==> config.mk <==
export PLATFORM = sky130hd
export DESIGN_NAME = dbg_stat_port
export DESIGN_NICKNAME = d
export VERILOG_FILES = /design/src/rtl/dbg_stat_pkg.sv /design/src/rtl/dbg_stat_frame_ctr.sv /design/src/rtl/dbg_stat_arbiter.sv /design/src/rtl/dbg_stat_rx.sv /design/src/rtl/dbg_stat_tx.sv /design/src/rtl/dbg_stat_port.sv
export SDC_FILE = /design/constraint.sdc
export NUM_CORES = 1
export LEC_CHECK = 0
export BUFFER_PORTS_ARGS = -buffer_cell sky130_fd_sc_hd__buf_4
export CORE_UTILIZATION = 60
export CTS_BUF_LIST = sky130_fd_sc_hd__clkbuf_16
export CTS_CLUSTER_SIZE = 10
export DETAILED_ROUTE_END_ITERATION = 7
export HOLD_SLACK_MARGIN = 0.1
export PLACE_DENSITY = 0.82
export SLEW_MARGIN = 0
export SYNTH_ARGS = -nofsm -noshare
export SYNTH_HDL_FRONTEND = slang
export SYNTH_SLANG_ARGS = --single-unit
==> constraint.sdc <==
create_clock -name clk_i -period 5.8 [get_ports clk_i]
set_input_delay 1.16 -clock clk_i [delete_from_list [all_inputs] [get_ports clk_i]]
set_output_delay 1.16 -clock clk_i [all_outputs]
set_load 0.02 [all_outputs]
==> src/rtl/dbg_stat_pkg.sv <==
package dbg_stat_pkg;
  typedef enum logic [1:0] {
    ST_VALID  = 2'b00,
    ST_SEQERR = 2'b01,
    ST_INTR   = 2'b10,
    ST_NULL   = 2'b11
  } dbg_status_e;
endpackage

==> src/rtl/dbg_stat_frame_ctr.sv <==
module dbg_stat_frame_ctr #(
  parameter int LEN = 34,
  localparam int CW = $clog2(LEN)
) (
  input  logic          clk_i,
  input  logic          rst_ni,
  input  logic          en_i,
  output logic          start_o,
  output logic          last_o,
  output logic [CW-1:0] cnt_o
);
  logic [CW-1:0] cnt_q;

  assign start_o = en_i && (cnt_q == '0);
  assign last_o  = en_i && (cnt_q == CW'(LEN-1));
  assign cnt_o   = cnt_q;

  always_ff @(posedge clk_i or negedge rst_ni) begin
    if (!rst_ni)      cnt_q <= '0;
    else if (last_o)  cnt_q <= '0;
    else if (en_i)    cnt_q <= cnt_q + 1'b1;
  end
endmodule

==> src/rtl/dbg_stat_arbiter.sv <==
module dbg_stat_arbiter
  import dbg_stat_pkg::*;
#(
  parameter int DATA_W = 32
) (
  input  logic              clk_i,
  input  logic              rst_ni,
  input  logic              take_i,
  input  logic              irq_i,
  input  logic              wr_i,
  input  logic [DATA_W-1:0] wdata_i,
  input  logic              seq_set_i,
  output dbg_status_e       status_o,
  output logic [DATA_W-1:0] payload_o
);
  logic              full_q, seq_q, int_q;
  logic [DATA_W-1:0] data_q;

  // fixed priority over registered flags only
  always_comb begin
    if (full_q)     status_o = ST_VALID;
    else if (seq_q) status_o = ST_SEQERR;
    else if (int_q) status_o = ST_INTR;
    else            status_o = ST_NULL;
    payload_o = full_q ? data_q : '0;
  end

  logic sent_data, sent_seq, sent_int;
  assign sent_data = take_i && (status_o == ST_VALID);
  assign sent_seq  = take_i && (status_o == ST_SEQERR);
  assign sent_int  = take_i && (status_o == ST_INTR);

  always_ff @(posedge clk_i or negedge rst_ni) begin
    if (!rst_ni) begin
      full_q <= 1'b0;
      seq_q  <= 1'b0;
      int_q  <= 1'b0;
      data_q <= '0;
    end else begin
      full_q <= (full_q && !sent_data) || wr_i;
      seq_q  <= (seq_q  && !sent_seq)  || seq_set_i;
      int_q  <= (int_q  && !sent_int)  || irq_i;
      if (wr_i) data_q <= wdata_i;
    end
  end
endmodule

==> src/rtl/dbg_stat_rx.sv <==
module dbg_stat_rx #(
  parameter int DATA_W = 32,
  parameter int ST_W   = 2,
  localparam int FL    = ST_W + DATA_W
) (
  input  logic          clk_i,
  input  logic          rst_ni,
  input  logic          en_i,
  input  logic          tdi_i,
  output logic [FL-1:0] frame_o
);
  logic [FL-1:0] sh_q;

  // first received bit ends up at index 0
  assign frame_o = {tdi_i, sh_q[FL-1:1]};

  always_ff @(posedge clk_i or negedge rst_ni) begin
    if (!rst_ni)   sh_q <= '0;
    else if (en_i) sh_q <= frame_o;
  end
endmodule

==> src/rtl/dbg_stat_tx.sv <==
module dbg_stat_tx #(
  parameter int DATA_W = 32,
  parameter int ST_W   = 2,
  localparam int FL    = ST_W + DATA_W
) (
  input  logic              clk_i,
  input  logic              rst_ni,
  input  logic              en_i,
  input  logic              load_i,
  input  logic [ST_W-1:0]   status_i,
  input  logic [DATA_W-1:0] payload_i,
  output logic              tdo_o
);
  logic [FL-1:0] frame, tx_q;
  logic          tdo_q;

  always_comb begin
    for (int j = 0; j < ST_W; j++)   frame[j] = status_i[ST_W-1-j];
    for (int i = 0; i < DATA_W; i++) frame[ST_W+i] = payload_i[i];
  end

  always_ff @(posedge clk_i or negedge rst_ni) begin
    if (!rst_ni)     tx_q <= '1;
    else if (load_i) tx_q <= frame;
    else if (en_i)   tx_q <= {1'b1, tx_q[FL-1:1]};
  end

  // launch on the falling edge, tool samples on the rising edge
  always_ff @(negedge clk_i or negedge rst_ni) begin
    if (!rst_ni) tdo_q <= 1'b1;
    else         tdo_q <= tx_q[0];
  end

  assign tdo_o = tdo_q;
endmodule

==> src/rtl/dbg_stat_port.sv <==
module dbg_stat_port
  import dbg_stat_pkg::*;
#(
  parameter int DATA_W = 32
) (
  input  logic              clk_i,
  input  logic              rst_ni,
  input  logic              frame_en_i,
  input  logic              tdi_i,
  output logic              tdo_o,
  input  logic              cpu_wr_i,
  input  logic [DATA_W-1:0] cpu_wdata_i,
  input  logic              irq_i,
  input  logic              cpu_wait_i,
  input  logic              cpu_want_data_i,
  output logic              rx_valid_o,
  output logic              rx_is_data_o,
  output logic [DATA_W-1:0] rx_word_o,
  output logic              bus_err_o
);
  localparam int ST_W = 2;
  localparam int FL   = ST_W + DATA_W;
  localparam int CW   = $clog2(FL);

  logic              start, last;
  logic [CW-1:0]     cnt;
  dbg_status_e       status;
  logic [DATA_W-1:0] payload;
  logic [FL-1:0]     rx_frame;
  logic              accept_q;
  logic              mismatch, seq_set;

  dbg_stat_frame_ctr #(.LEN(FL)) u_ctr (
    .clk_i   (clk_i),
    .rst_ni  (rst_ni),
    .en_i    (frame_en_i),
    .start_o (start),
    .last_o  (last),
    .cnt_o   (cnt)
  );

  dbg_stat_arbiter #(.DATA_W(DATA_W)) u_arb (
    .clk_i     (clk_i),
    .rst_ni    (rst_ni),
    .take_i    (start),
    .irq_i     (irq_i),
    .wr_i      (cpu_wr_i),
    .wdata_i   (cpu_wdata_i),
    .seq_set_i (seq_set),
    .status_o  (status),
    .payload_o (payload)
  );

  dbg_stat_tx #(.DATA_W(DATA_W), .ST_W(ST_W)) u_tx (
    .clk_i     (clk_i),
    .rst_ni    (rst_ni),
    .en_i      (frame_en_i),
    .load_i    (start),
    .status_i  (status),
    .payload_i (payload),
    .tdo_o     (tdo_o)
  );

  dbg_stat_rx #(.DATA_W(DATA_W), .ST_W(ST_W)) u_rx (
    .clk_i   (clk_i),
    .rst_ni  (rst_ni),
    .en_i    (frame_en_i),
    .tdi_i   (tdi_i),
    .frame_o (rx_frame)
  );

  // word is kept only when the outgoing status was data or null
  always_ff @(posedge clk_i or negedge rst_ni) begin
    if (!rst_ni)    accept_q <= 1'b0;
    else if (start) accept_q <= (status == ST_VALID) || (status == ST_NULL);
  end

  assign mismatch = cpu_wait_i && (rx_frame[0] != cpu_want_data_i);
  assign seq_set  = last && accept_q && mismatch;

  always_ff @(posedge clk_i or negedge rst_ni) begin
    if (!rst_ni) begin
      rx_valid_o   <= 1'b0;
      bus_err_o    <= 1'b0;
      rx_is_data_o <= 1'b0;
      rx_word_o    <= '0;
    end else begin
      rx_valid_o <= last && accept_q && !mismatch;
      bus_err_o  <= seq_set && cpu_want_data_i;
      if (last && accept_q && !mismatch) begin
        rx_is_data_o <= rx_frame[0];
        rx_word_o    <= rx_frame[FL-1:ST_W];
      end
    end
  end

  logic unused_cnt;
  assign unused_cnt = ^{cnt, rx_frame[1]};
endmodule

### After elaboration in Yosys (flattened, before gate mapping)

Index checks and enable logic that the tools add are counted.

| word-level totals | value |
|---|---|
| flip-flop bits (word level) | 146 |
| input port bits | 40 |
| output and inout bits | 36 |
| word-level logic and storage cells | 52 |

| operators by class | value |
|---|---|
| add/sub/neg operators | 1 |
| equal/unequal tests | 5 |
| muxes and demuxes | 8 |
| reduce and logical (&&, ||, !) cells | 25 |

Operators by type and width:

| kind | count |
|---|---|
| $mux W34 | 2 |
| $mux W32 | 1 |
| $logic_and A1 B1 Y1 | 13 |
| $mux W6 | 2 |
| $add A6 B1 Y6 const B | 1 |
| $eq A6 B6 Y1 const B | 1 |
| $logic_not A6 Y1 | 1 |
| $eq A2 B2 Y1 const B | 2 |
| $logic_not A1 Y1 | 4 |
| $logic_or A1 B1 Y1 | 4 |
| $mux W2 | 2 |
| $reduce_bool A2 Y1 | 2 |
| $eq A2 B1 Y1 const B | 1 |
| $logic_not A2 Y1 | 1 |
| $mux W1 | 1 |
| $ne A1 B1 Y1 | 1 |

### Depth between registers and ports, before layout

| logic depth | value |
|---|---|
| word-level depth | 8 |
| depth in mapped cells | 7 |
| gate-level depth less buffers | 5 |

### Hierarchy

A second synthesis with hierarchy kept.

| unflattened totals | value |
|---|---|
| cell total of the unflattened synthesis | 451 |
| area, all modules | 6543.8 sq um |

Modules (own cells, without submodules):

| module | times used | cells each | area an instance (sq um) | sequential area each (sq um) |
|---|---|---|---|---|
| dbg_stat_arbiter | 1 | 116 | 1681.6 | 875.8 |
| dbg_stat_tx | 1 | 149 | 1660.3 | 919.6 |
| dbg_stat_port | 1 | 85 | 1490.2 | 900.9 |
| dbg_stat_rx | 1 | 71 | 1388.8 | 825.8 |
| dbg_stat_frame_ctr | 1 | 30 | 322.8 | 150.1 |

==> reports/results.ini <==
[status]
status=complete, no violations

[synth]
syn_inst=433
yosysSeqAreaShare_pct=62.1
synthArstFlopShare_pct=100
yosysWarningCount=0
ys_types=34
synth_edf_count=0
syn_area_per_cell_um2=13.7
synth_top_cell_area_share_pct=46.6
synth_nets=478
synthFlopType=dfrtp_1
synth_area_leader_cell=dfrtp_1
synth_area_leaders=dfrtp_1 (47%), mux2_2 (17%), dfstp_2 (16%), a221o_1 (2.2%), a31oi_1 (2.1%)
ys_ff_latch=145
syn-cell-area_um2=5910

[timing]
clock_skew_ns=0.0332
rsz0062_at_grt=no
finalSetupTns_ns=0
hold_viol=0
maxSlewHeadroom_pct=30.6
setup_viol=0
hold_ws_ns=0.487
drv_slew=0
tightest_slew_ns=1.04

[floorplanning]
pin_count=76
design.core.area_um2=9370
fp.dieW_um=101
die-area_um2=10300
start_util_pct=63.1
placementRows=35
die-height_um=101

[placed_design]
hpwlAfterDp_um=6620
portBuffers=75
dp.cells=611
gp_congestion=0.752

[layout]
final_cell_count_no_fill=643
layout_commonest_cell=dfrtp_1
num-nets-final=546
syn_to_final_growth_pct=20.6
final_cell_mix=dfrtp_1 (110), mux2_2 (90), buf_4 (80)
antenna_cells=0
drive_above_1_share_pct=46.5

[routing]
antenna_left=0
viasPerCell=5.81
post-route-drc-count=0
routed_wl_um=11100
dr_total_vias=3738
drt-initial-drc-count=208
firstDrtPassIters=4
routedWlPerCell_um=17.3

[setup_path]
cp_slowest_cell=dfstp_2
crit_arrival_ns=3.97
rrSetupSlack_ns=2.33
cp-start-kind=flop
crit_chain=buf_4
worst-path-buf-inv=1
cp_data_required_time_ns=4.64
cp-end-kind=output port
slowest_delay_ns=0.50
worstPathMaxFanout=1
criticalPathCategory=flop to output port
critical-path-top-delay-family=flip-flops

[worst_hold_path]
hp-class=flop to flop

[global_routing]
grt.total_usage_pct=24.7
grt_overflow=0
antenna_found_initial=0
grt_pass1_vias=3916
grt_pass1_wl_um=19400
grt_max_degree=97

[pwr]
powerDensity_nw_per_um2=420
vdd.ir_drop.worst_v=0.000237
total_power_w=0.00299
power.leakage_nw=3.21

[clock_network]
cts_tree=yes
clk_latency_ns=0.44
cts.sinks=145
clk_path_buf_depth=2
clock-root-buffer=clkbuf_16
h-tree-depth=4
ctsHoldBuffers=0
clk_pin_slew_worst_paths_ns=0.06
cts_resized=0
cts-buffers-inserted=17
cts_setup_buffers=0

[job]
cap_violations=0

metrics by stage:
stage / util, % / setup slack, ns / cell area (um^2)
final: 76.1 / 0.672 / 7130
after CTS: 76.1 / 0.663 / 7130
after global placement: 69.9 / 1.12 / 6550
after global routing: 76.1 / 0.645 / 7130
after floorplan: - / 1.19 / 5910
after detailed placement: 69.9 / 1.12 / 6550
kinds of logic after synthesis:
group	synth area share (%)
buffers and inverters	2.90
multiplexers	18.7
AO/OA/AOI/OAI	7.83
adder cells (fa/ha/maj)	1.06
AND/OR/NAND/NOR	6.84
XOR/XNOR	0.593
flip-flops	62.1
sequential cells by signal (all words and copies together) (netlist names):
register and count:
bus_err_o 1, u_tx.tx_q 34, u_arb.data_q 32, rx_is_data_o 1, u_arb.int_q 1, u_ctr.cnt_o 6, rx_valid_o 1, accept_q 1
u_arb.full_q 1, u_tx.tdo_o 1, u_rx.sh_q 33, rx_word_o 32, u_arb.seq_q 1
synth_stat cells (all sizes together) (3+ instances only):
| cell | n |
|---|---|
| a31oi | 20 |
| a21o | 3 |
| a221o | 13 |
| dfrtp | 110 |
| mux2 | 98 |
| nor2b | 14 |
| nor2 | 22 |
| nand4 | 20 |
| o21ai | 23 |
| dfstp | 35 |
| inv | 7 |
| clkbuf | 26 |
| buf | 6 |
| nand2 | 7 |
| ha | 5 |
| nand3 | 4 |
per-layer routing:
| metal | share of wire (%) | vias up | global-route usage, % |
|---|---|---|---|
| met5 | 0 | - | 0 |
| met4 | 1.4 | 0 | 8.14 |
| met3 | 3.6 | 15 | 5.52 |
| met2 | 51 | 105 | 39.5 |
| met1 | 44 | 1907 | 33.9 |
| li1 | - | 1711 | - |
final cells by class:
| class | instances | area (um^2) |
|---|---|---|
| clock inverters | 16 | 160 |
| repair buffers | 81 | 612 |
| fillers | 590 | 2240 |
| flip-flops and latches | 145 | 3670 |
| well taps | 129 | 161 |
| inverters | 6 | 22.5 |
| clock buffers | 17 | 425 |
| multi-input cells | 249 | 2080 |
power by group:
| part | switching (W) | internal [W] |
|---|---|---|
| clock | 0.000426 | 0.000636 |
| combinational | 0.000243 | 0.000235 |
| sequential | 0.000162 | 0.00129 |
final timing paths:
path	startpoint	to	depth (start not counted)
worst max-delay path	u_tx.tdo_o	tdo_o	1
worst min-delay path	rx_word_o[29]	rx_word_o[29]	1
worst max register to register	u_tx.tx_q[0]	u_tx.tdo_o	0
worst min register to register	rx_word_o[29]	rx_word_o[29]	1
max in group asynchronous	rst_ni	u_tx.tdo_o	1
min in group asynchronous	rst_ni	u_arb.data_q[16]	1
Note: power is estimated with default switching activity, not from simulation.
